`src/rtl/xover_link_pkg.sv`:
```
package xover_link_pkg;

  localparam int REG_W  = 5;
  localparam int DATA_W = 16;

  // PHY register addresses used by the chain
  localparam logic [REG_W-1:0] RA_BASIC_STAT = 5'd1;
  localparam logic [REG_W-1:0] RA_ADV        = 5'd4;
  localparam logic [REG_W-1:0] RA_LP_ADV     = 5'd5;
  localparam logic [REG_W-1:0] RA_AN_EXP     = 5'd6;
  localparam logic [REG_W-1:0] RA_VEND_STAT  = 5'd31;

  // bit positions inside read results
  localparam int B_LINK       = 2;
  localparam int B_AN_ABLE    = 3;
  localparam int B_AN_DONE    = 5;
  localparam int B_LP_AN_ABLE = 0;
  localparam int B_PAUSE      = 10;
  localparam int MODE_LSB     = 2;

  typedef enum logic [3:0] {
    ST_IDLE, ST_DELAY, ST_LINK, ST_RECHK, ST_MODE, ST_EXP, ST_ADV, ST_LPADV
  } seq_state_t;

  typedef struct packed {
    logic pause;
    logic full_dup;
    logic fast;
    logic link;
  } port_stat_t;

  // returns {full_dup, fast}
  function automatic logic [1:0] mode_to_dup_fast(input logic [2:0] code);
    case (code)
      3'd1:    return 2'b00;
      3'd5:    return 2'b10;
      3'd2:    return 2'b01;
      3'd6:    return 2'b11;
      default: return 2'b00;
    endcase
  endfunction

  function automatic port_stat_t make_stat(input logic pause, input logic [1:0] dup_fast);
    port_stat_t s;
    s.pause    = pause;
    s.full_dup = dup_fast[1];
    s.fast     = dup_fast[0];
    s.link     = 1'b1;
    return s;
  endfunction

endpackage

```
`src/rtl/xls_interval_timer.sv`:
```
module xls_interval_timer #(
  parameter int unsigned CYCLES = 20
) (
  input  logic clk,
  input  logic rst_n,
  input  logic arm,
  output logic expire
);
  localparam int CW = $clog2(CYCLES + 1);

  logic [CW-1:0] cnt;
  logic          run;

  always_ff @(posedge clk or negedge rst_n) begin
    if (!rst_n) begin
      cnt <= '0;
      run <= 1'b0;
    end else if (arm) begin
      cnt <= CW'(CYCLES - 1);
      run <= 1'b1;
    end else if (run) begin
      if (cnt == '0) run <= 1'b0;
      else           cnt <= cnt - 1'b1;
    end
  end

  assign expire = run && (cnt == '0);
endmodule

```
`src/rtl/xls_mdio_reader.sv`:
```
module xls_mdio_reader
  import xover_link_pkg::*;
#(
  parameter logic [REG_W-1:0] PHY_ADDR = 5'd6
) (
  input  logic              clk,
  input  logic              rst_n,
  input  logic              go,
  input  logic [REG_W-1:0]  go_reg,
  output logic              mdio_req,
  output logic [REG_W-1:0]  mdio_phy,
  output logic [REG_W-1:0]  mdio_reg,
  input  logic              mdio_busy,
  input  logic [DATA_W-1:0] mdio_rdata,
  output logic              rd_done,
  output logic [DATA_W-1:0] rd_data
);
  typedef enum logic [1:0] {RD_IDLE, RD_GAP, RD_WAIT} rd_state_t;
  rd_state_t st;

  always_ff @(posedge clk or negedge rst_n) begin
    if (!rst_n) begin
      st       <= RD_IDLE;
      mdio_req <= 1'b0;
      mdio_reg <= '0;
      rd_done  <= 1'b0;
      rd_data  <= '0;
    end else begin
      rd_done <= 1'b0;
      case (st)
        RD_IDLE: if (go) begin
          mdio_req <= 1'b1;
          mdio_reg <= go_reg;
          st       <= RD_GAP;
        end
        RD_GAP: begin
          // engine raises busy one cycle after the strobe
          mdio_req <= 1'b0;
          st       <= RD_WAIT;
        end
        RD_WAIT: if (!mdio_busy) begin
          rd_data <= mdio_rdata;
          rd_done <= 1'b1;
          st      <= RD_IDLE;
        end
        default: st <= RD_IDLE;
      endcase
    end
  end

  assign mdio_phy = PHY_ADDR;
endmodule

```
`src/rtl/xover_link_seq.sv`:
```
module xover_link_seq
  import xover_link_pkg::*;
#(
  parameter int unsigned      CLK_HZ    = 50_000_000,
  parameter int unsigned      WAIT_SEC  = 2,
  parameter int unsigned      MAX_TRIES = 100,
  parameter logic [REG_W-1:0] PHY_ADDR  = 5'd6
) (
  input  logic              clk,
  input  logic              rst_n,
  input  logic              start,
  output logic              xover_sel,
  output logic              mdio_req,
  output logic [REG_W-1:0]  mdio_phy,
  output logic [REG_W-1:0]  mdio_reg,
  input  logic              mdio_busy,
  input  logic [DATA_W-1:0] mdio_rdata,
  output logic [3:0]        port_status,
  output logic              status_we,
  output logic              seq_done,
  output logic              link_fail
);
  localparam int unsigned WAIT_CYC = CLK_HZ * WAIT_SEC;
  localparam int          TRY_W    = $clog2(MAX_TRIES + 1);

  seq_state_t        state;
  logic [TRY_W-1:0]  tries;
  port_stat_t        stat_q;
  logic [1:0]        df_q;
  logic              an_able_q;

  // named internal events
  logic              start_take;
  logic              delay_arm;
  logic              delay_hit;
  logic              rd_go;
  logic [REG_W-1:0]  rd_reg;
  logic              rd_done;
  logic [DATA_W-1:0] rd_data;

  assign start_take = start && (state == ST_IDLE);

  xls_interval_timer #(.CYCLES(WAIT_CYC)) u_timer (
    .clk(clk), .rst_n(rst_n), .arm(delay_arm), .expire(delay_hit)
  );

  xls_mdio_reader #(.PHY_ADDR(PHY_ADDR)) u_reader (
    .clk(clk), .rst_n(rst_n), .go(rd_go), .go_reg(rd_reg),
    .mdio_req(mdio_req), .mdio_phy(mdio_phy), .mdio_reg(mdio_reg),
    .mdio_busy(mdio_busy), .mdio_rdata(mdio_rdata),
    .rd_done(rd_done), .rd_data(rd_data)
  );

  always_ff @(posedge clk or negedge rst_n) begin
    if (!rst_n) begin
      state     <= ST_IDLE;
      xover_sel <= 1'b0;
      tries     <= '0;
      stat_q    <= '0;
      df_q      <= '0;
      an_able_q <= 1'b0;
      status_we <= 1'b0;
      seq_done  <= 1'b0;
      link_fail <= 1'b0;
      delay_arm <= 1'b0;
      rd_go     <= 1'b0;
      rd_reg    <= '0;
    end else begin
      status_we <= 1'b0;
      seq_done  <= 1'b0;
      delay_arm <= 1'b0;
      rd_go     <= 1'b0;
      case (state)
        ST_IDLE: if (start_take) begin
          xover_sel <= 1'b0;
          tries     <= '0;
          stat_q    <= '0;
          link_fail <= 1'b0;
          delay_arm <= 1'b1;
          state     <= ST_DELAY;
        end
        ST_DELAY: if (delay_hit) begin
          rd_go  <= 1'b1;
          rd_reg <= RA_BASIC_STAT;
          state  <= ST_LINK;
        end
        ST_LINK: if (rd_done) begin
          if (rd_data[B_LINK]) begin
            rd_go  <= 1'b1;
            rd_reg <= RA_BASIC_STAT;
            state  <= ST_RECHK;
          end else if (tries == TRY_W'(MAX_TRIES - 1)) begin
            link_fail <= 1'b1;
            seq_done  <= 1'b1;
            state     <= ST_IDLE;
          end else begin
            tries     <= tries + 1'b1;
            xover_sel <= ~xover_sel;
            delay_arm <= 1'b1;
            state     <= ST_DELAY;
          end
        end
        ST_RECHK: if (rd_done) begin
          an_able_q <= rd_data[B_AN_ABLE];
          if (rd_data[B_AN_DONE]) begin
            rd_go  <= 1'b1;
            rd_reg <= RA_VEND_STAT;
            state  <= ST_MODE;
          end else begin
            seq_done <= 1'b1;
            state    <= ST_IDLE;
          end
        end
        ST_MODE: if (rd_done) begin
          df_q <= mode_to_dup_fast(rd_data[MODE_LSB +: 3]);
          if (an_able_q) begin
            rd_go  <= 1'b1;
            rd_reg <= RA_AN_EXP;
            state  <= ST_EXP;
          end else begin
            stat_q    <= make_stat(1'b0, mode_to_dup_fast(rd_data[MODE_LSB +: 3]));
            status_we <= 1'b1;
            seq_done  <= 1'b1;
            state     <= ST_IDLE;
          end
        end
        ST_EXP: if (rd_done) begin
          if (rd_data[B_LP_AN_ABLE]) begin
            rd_go  <= 1'b1;
            rd_reg <= RA_ADV;
            state  <= ST_ADV;
          end else begin
            stat_q    <= make_stat(1'b0, df_q);
            status_we <= 1'b1;
            seq_done  <= 1'b1;
            state     <= ST_IDLE;
          end
        end
        ST_ADV: if (rd_done) begin
          if (rd_data[B_PAUSE]) begin
            rd_go  <= 1'b1;
            rd_reg <= RA_LP_ADV;
            state  <= ST_LPADV;
          end else begin
            stat_q    <= make_stat(1'b0, df_q);
            status_we <= 1'b1;
            seq_done  <= 1'b1;
            state     <= ST_IDLE;
          end
        end
        ST_LPADV: if (rd_done) begin
          stat_q    <= make_stat(rd_data[B_PAUSE], df_q);
          status_we <= 1'b1;
          seq_done  <= 1'b1;
          state     <= ST_IDLE;
        end
        default: state <= ST_IDLE;
      endcase
    end
  end

  assign port_status = stat_q;
endmodule

```
`config.mk`:
```
export PLATFORM = sky130hd
export DESIGN_NAME = xover_link_seq
export DESIGN_NICKNAME = d
export VERILOG_FILES = /design/src/rtl/xover_link_pkg.sv /design/src/rtl/xls_interval_timer.sv /design/src/rtl/xls_mdio_reader.sv /design/src/rtl/xover_link_seq.sv
export SDC_FILE = /design/constraint.sdc
export NUM_CORES = 1
export LEC_CHECK = 0
export BUFFER_PORTS_ARGS = -buffer_cell sky130_fd_sc_hd__buf_2
export CORE_ASPECT_RATIO = 0.7
export CORE_UTILIZATION = 50
export DETAILED_ROUTE_END_ITERATION = 16
export GPL_TIMING_DRIVEN = 0
export PLACE_DENSITY = 0.76
export SYNTH_ARGS = -nofsm -noshare
export SYNTH_HDL_FRONTEND = slang
export SYNTH_SLANG_ARGS = --single-unit
```
`constraint.sdc`:
```
create_clock -name clk -period 2.5 [get_ports clk]
set_clock_uncertainty 0.1 [all_clocks]
set_input_delay 0.375 -clock clk [delete_from_list [all_inputs] [get_ports clk]]
set_output_delay 0.375 -clock clk [all_outputs]
set_load 0.1 [all_outputs]
```
==> results of run 1 <==
## cell type report
cell class | count | area [um^2] | area share
multi-input combinational | 256 | 1770 | 0.423
sequential | 69 | 1730 | 0.413
timing repair buffer | 33 | 196 | 0.0470
clock buffer | 12 | 145 | 0.0348
tap | 94 | 118 | 0.0282
buffer | 21 | 103 | 0.0246
clock inverter | 4 | 95.1 | 0.0228
inverter | 7 | 26.3 | 0.00629
## what timing repair did
action | CTS | global route
setup buffers | 5 | 5
pin swaps | 3 | 3
gates resized for setup | 4 | 11
hold buffers | 0 | 0
endpoints found under the setup margin | 9 | 12
## metal layers
layer  track usage  vias up  share of wire
met5             0        -              0
met4        0.0736        0          0.012
met3        0.0661       11          0.070
met2         0.319      129           0.44
met1         0.345     1425           0.48
li1              -     1366              -
## Yosys cell counts, types with 5 or more instances
cell type  number  area share
nand2_1        24       0.025
or3_1           8       0.014
nor3_1         12       0.017
xnor2_1         5       0.012
mux2_2         16       0.051
nand2b_1       18       0.032
buf_4           6       0.013
nor4_1         11       0.019
o211ai_1        6       0.013
o21ai_0        18       0.025
nor2_1         23       0.024
clkbuf_1       13       0.014
or4_1           8       0.017
a22o_1          6       0.015
dfrtp_1        69        0.48
nor2b_1         5      0.0088
a21oi_1        11       0.015
o2111ai_1       5       0.012
inv_1           7      0.0074
xor2_1         15       0.037
nor3b_1         5       0.011
nand3_1        11       0.015
o31ai_1         6       0.013
## worst max-delay path, delay by kind of cell (launching register included)
family                     cells  cell delay [ns]
and+or+nand+nor                4             1.36
DFF                            1             0.39
buffers and inverters          2             0.27
AOI/OAI and AO/OA              1             0.19
adders and majority gates      1             0.13
## final timing paths
kind                                 from                    to  slack, ns
max                        u_timer.cnt[0]       u_timer.cnt[26]      -0.05
min                                 rst_n  u_reader.mdio_reg[3]       0.01
max reg2reg                u_timer.cnt[0]       u_timer.cnt[26]      -0.05
min reg2reg                u_reader.st[0]     u_reader.mdio_req       0.38
max in group asynchronous           rst_n        u_timer.cnt[1]       1.71
min in group clk            mdio_rdata[5]   u_reader.rd_data[5]       0.16
## metrics by stage
step	setup WS, ns	hold WS, ns
after global placement	-0.0932	0.364
final	-0.0471	0.00975
after global routing	-0.0998	0.0911
after CTS	-0.00379	0.0680
after floorplan	0.0751	-0.0206
after detailed placement	-0.117	0.368
## cell families (layout without fill, tap and decap cells)
| kind of cell | Yosys count | count (layout) |
|---|---|---|
| AO/OA/AOI/OAI | 67 | 67 |
| buffers and inverters | 28 | 77 |
| XOR/XNOR | 20 | 20 |
| multiplexers | 19 | 19 |
| flip-flops | 69 | 69 |
| AND/OR/NAND/NOR | 143 | 143 |
| other | 2 | 5 |
| adder cells (fa/ha/maj) | 2 | 2 |
## power breakdown
group	switching, W	internal, W
combinational	0.000211	0.000170
sequential	0.0000766	0.00118
clock	0.000423	0.000689
==> flow_summary.json, run 1 <==
{
  "outcome": "finished with violations",
  "synth-xor-area-share": 0.0491,
  "grt_usage": 0.230,
  "synthAdderAreaFrac": 0.00702,
  "endpoint_kind": "register",
  "slowest_delay_ns": 0.50,
  "ant_nets": 0,
  "maxSlewHeadroom": 0.227,
  "tightest_slew_ns": 1.15,
  "io_pins": 39,
  "async_reset_ff_frac": 1.00,
  "yosysSeqAreaShare": 0.484,
  "worst_slack_ns": -0.0471,
  "diodes": 0,
  "dp_cells": 470,
  "drt-total-wl_um": 8000,
  "postPlaceCellArea_um2": 3810,
  "die_area_um2": 7480,
  "drt-initial-drc-count": 230,
  "cap_violations": 0,
  "first_pass_iters": 5,
  "synth-main-ff-cell": "dfrtp_1",
  "synth_seq_cells": 69,
  "setup_viol": 2,
  "startpoint_type": "register",
  "die_h_um": 72.6,
  "yosys.area_share.simple": 0.234,
  "hold_path_class": "in2async",
  "layoutNonFillerInstCount": 496,
  "cts_tree": "done",
  "htree_levels": 3,
  "portBuffers": 23,
  "violations": "negative setup slack",
  "synthMuxAreaShare": 0.0590,
  "nNetsFinal": 419,
  "cp_slowest_cell": "or4b_4",
  "syn_inst": 350,
  "cp_max_fo": 4,
  "peakVddDrop_mv": 0.343,
  "fillerInstances": 571,
  "leakage_nw": 1.76,
  "cp_cell_sequence": "inv_2 > ha_4 > or4b_4 > nor4_4 > buf_4 > nand2_4 > or4_1 > a21o_1",
  "clockRootBuffer": "clkbuf_8",
  "avgRoutedWirePerCell_um": 16.1,
  "final_cell_mix": "dfrtp_1, nand2_1, nor2_1, buf_2, nand2b_1",
  "insertion_delay_ns": 0.35,
  "fmax_mhz": 393,
  "largest_register_ffs": 27,
  "grt_pass1_wl_um": 12800,
  "cellPowerDensity_nw_per_um2": 659,
  "rsz0062_at_grt": "yes",
  "reg.largest.list": "u_timer.cnt x27, tries x7, u_reader.rd_data x6",
  "place.gp.congestion": 0.902,
  "path_class": "reg2reg",
  "setup_tns_ns": -0.0576,
  "area_delta_synth_final_pct": 17.2,
  "grt_pass1_vias": 2579,
  "synth_edf_count": 0,
  "finalHoldViolCount": 0,
  "cts_buffers": 9,
  "cts.reportedPaths.clkPinSlew_ns": 0.08,
  "rr_worst_depth": 8,
  "final_area_um2": 4180,
  "arrival_ns": 2.69,
  "drc": 0,
  "worstPathRequired_ns": 2.64,
  "synth.avg_cell_area_um2": 10.2,
  "grt_max_degree": 70,
  "yosysWarnings": 0,
  "clk_path_buf_depth": 2,
  "clock_sinks": 69,
  "start_util": 0.523,
  "finalCritPeriodShare": 1.02,
  "vias": 2931,
  "antenna_found_initial": 0,
  "viasPerCell": 5.91,
  "syn-cell-area_um2": 3560,
  "core_area_um2": 6820,
  "min_period_ns": 2.55,
  "row_count": 25,
  "final_util": 0.612,
  "finalPower_w": 0.00275,
  "dpl.hpwl_um": 5450,
  "mostFrequentLayoutCell": "dfrtp_1",
  "drive_gt1_frac": 0.211,
  "overflow": 0,
  "slew_viol_final": 0,
  "synth_top_family_by_area": "simple AND/OR/NAND/NOR gates",
  "synth_cell_types": 52,
  "synth_compound_area_frac": 0.129,
  "die_x_um": 103,
  "top_register": "u_timer.cnt"
}
Power figures use the tool's default switching activity.
==> run 2: changes to the inputs <==
--- a/config.mk
+++ b/config.mk
@@ -5,6 +5,8 @@
 export SDC_FILE = /design/constraint.sdc
 export NUM_CORES = 1
 export LEC_CHECK = 0
+export ABC_AREA = 1
+export ABC_CLOCK_PERIOD_IN_PS = 2500
 export BUFFER_PORTS_ARGS = -buffer_cell sky130_fd_sc_hd__buf_2
 export CORE_ASPECT_RATIO = 0.7
 export CORE_UTILIZATION = 50
==> flow_summary.json, run 2 <==
{
  "insertion_delay_ns": 0.35,
  "die_x_um": 107,
  "syn_inst": 525,
  "portBuffers": 23,
  "slowest_delay_ns": 0.36,
  "top_register": "u_timer.cnt",
  "arrival_ns": 2.36,
  "async_reset_ff_frac": 1.00,
  "synth_compound_area_frac": 0.0790,
  "cp_top_family": "simple AND/OR/NAND/NOR gates",
  "overflow": 0,
  "cellPowerDensity_nw_per_um2": 739,
  "die_area_um2": 8090,
  "final_util": 0.591,
  "clk_path_buf_depth": 2,
  "netlist.area_leader.share": 0.447,
  "synth_seq_cells": 69,
  "diodes": 0,
  "synth_edf_count": 0,
  "fmax_mhz": 448,
  "cp_cell_sequence": "inv_1 > ha_1 > nand2_2 > nor2_4 > nand2_2 > o21ai_2 > nand2_1 > buf_2 > nand2_1 > o21ai_1",
  "cts.reportedPaths.clkPinSlew_ns": 0.08,
  "final_cell_mix": "nand2_1, dfrtp_1, nor2_1",
  "grt_pass1_wl_um": 14700,
  "setup_viol": 0,
  "hold_path_class": "in2async",
  "reg.largest.list": "u_timer.cnt x27, tries x7, u_reader.rd_data x6",
  "p_sw_w": 0.00114,
  "yosys.cell_count.top_type": "nand2_1",
  "startpoint_type": "register",
  "p_int_w": 0.00209,
  "grt_pass1_vias": 3049,
  "drc": 0,
  "io_pins": 39,
  "maxSlewHeadroom": 0.413,
  "worstPathRequired_ns": 2.63,
  "clock_sinks": 69,
  "regArea_um2": 1730,
  "cts_buffers": 9,
  "multi_input_area_um2": 1870,
  "path_class": "reg2reg",
  "fillerInstances": 659,
  "leakage_nw": 2.14,
  "cap_violations": 0,
  "dpl.hpwl_um": 6530,
  "die_h_um": 75.5,
  "syn-cell-area_um2": 3860,
  "path_buf_inv": 2,
  "place.gp.congestion": 0.959,
  "htree_levels": 3,
  "p_clk_frac": 0.349,
  "core_area_um2": 7380,
  "synth_largest_area_cell": "dfrtp_1",
  "cp_slowest_cell": "dfrtp_1",
  "avgRoutedWirePerCell_um": 13.6,
  "antenna_found_initial": 0,
  "mostFrequentLayoutCell": "nand2_1",
  "synthMuxAreaShare": 0.00259,
  "yosys-top-cells-area": "dfrtp_1, nand2_1, nor2_1, nand3_1, inv_1",
  "min_period_ns": 2.23,
  "start_util": 0.523,
  "synth-xor-area-share": 0.0249,
  "synthAdderAreaFrac": 0.00648,
  "cts_tree": "done",
  "yosys.area_share.simple": 0.364,
  "pwr-share-seq": 0.404,
  "rsz0062_at_grt": "no",
  "cp_max_fo": 10,
  "cts_setup_buffers": 0,
  "finalHoldViolCount": 0,
  "outcome": "completed",
  "peakVddDrop_mv": 0.409,
  "synth_cell_types": 35,
  "clockRootBuffer": "clkbuf_8",
  "combPwrFrac": 0.247,
  "holdWs_ns": 0.0460,
  "slew_viol_final": 0,
  "layoutNonFillerInstCount": 665,
  "viasPerCell": 5.35,
  "yosysSeqAreaShare": 0.447,
  "drt-initial-drc-count": 366,
  "synth_top_family_by_area": "simple AND/OR/NAND/NOR gates",
  "first_pass_iters": 7,
  "drt-total-wl_um": 9060,
  "setup_tns_ns": 0,
  "vias": 3557,
  "tightest_slew_ns": 0.880,
  "row_count": 26,
  "synth-main-ff-cell": "dfrtp_1",
  "synth.avg_cell_area_um2": 7.36,
  "drive_gt1_frac": 0.141,
  "synth_common_cells": "nand2_1, dfrtp_1, nor2_1",
  "largest_register_ffs": 27,
  "grt_usage": 0.242,
  "area_delta_synth_final_pct": 13.0,
  "ant_nets": 0,
  "endpoint_kind": "register",
  "nNetsFinal": 584,
  "yosysWarnings": 0,
  "dp_cells": 649,
  "grt_max_degree": 70,
  "sw_frac_of_total": 0.352,
  "finalCritPeriodShare": 0.893
}
==> run 2: cell types whose count changed in the layout (fill, tap and decap cells not counted), moves of 9 or more <==
cell	delta
clkbuf_1	-11
inv_1	+37
mux2_2	-16
nand2_1	+145
nand2b_1	-18
nand3_1	+30
nand4_1	+17
nor2_1	+41
nor4_1	-9
o21ai_1	+19
==> run 2: power groups by stage <==
stage / logic [W] / registers [W] / clock network [W]
6_report: 0.000798 / 0.00130 / 0.00113
2_1_floorplan: 0.000488 / 0.00142 / 0
5_1_grt: 0.000889 / 0.00131 / 0.00120
3_3_place_gp: 0.000770 / 0.00132 / 0
4_1_cts: 0.000790 / 0.00130 / 0.00115
3_5_place_dp: 0.000784 / 0.00132 / 0
==> run 2: cells by family (layout without fill, tap and decap cells) <==
family | count (synthesis) | count (layout)
simple gates | 319 | 319
flops | 69 | 69
buf+inv | 65 | 104
compound gates | 56 | 56
xor+xnor | 11 | 11
fa+ha+maj | 2 | 2
other cells | 2 | 5
mux | 1 | 1
==> run 2: stage by stage <==
step                area, um^2  power [W]  setup slack [ns]
CTS                       4360    0.00324             0.190
finish                    4370    0.00323             0.268
floorplan                 3870    0.00191             0.685
global route              4370    0.00340            0.0831
global placement          4110    0.00209             0.286
detailed placement        4120    0.00211             0.218
==> run 2: layout make-up <==
cell class | count | share of cell area
plain buffers | 17 | 0.0241
clock buffers | 9 | 0.0284
clock inverters | 7 | 0.0281
inverters | 48 | 0.0413
multi-input cells | 394 | 0.428
flip-flops and latches | 69 | 0.396
well taps | 98 | 0.0281
repair buffers | 23 | 0.0269
==> run 2: worst paths after layout <==
path / slack [ns] / depth (start not counted) / start / endpoint
max reg2reg: 0.27 / 10 / u_timer.cnt[0] / u_timer.cnt[24]
min in group clk: 0.13 / 3 / mdio_rdata[10] / u_reader.rd_data[10]
min reg2reg: 0.37 / 2 / rd_reg[1] / u_reader.mdio_reg[1]
min: 0.05 / 1 / rst_n / u_timer.cnt[21]
max: 0.27 / 10 / u_timer.cnt[0] / u_timer.cnt[24]
max in group asynchronous: 1.69 / 1 / rst_n / u_reader.rd_data[4]
==> run 2: what timing repair did <==
action | CTS | global route
endpoints found under the setup margin | 0 | 3
resized for setup | 0 | 1
hold buffers | 0 | 0
hold endpoints to repair | 0 | 0
==> run 2: worst reg2reg max path, cell delays in order (launching register included) <==
cell and delay (ns):
dfrtp_1 0.36, inv_1 0.11, ha_1 0.30, nand2_2 0.15, nor2_4 0.23, nand2_2 0.12, o21ai_2 0.22, nand2_1 0.13
buf_2 0.22, nand2_1 0.10, o21ai_1 0.07
==> run 2: metal layers <==
metal,part of all wire,track usage
met1,0.48,0.351
met5,0,0
met3,0.098,0.0830
met4,0.018,0.0791
met2,0.40,0.337
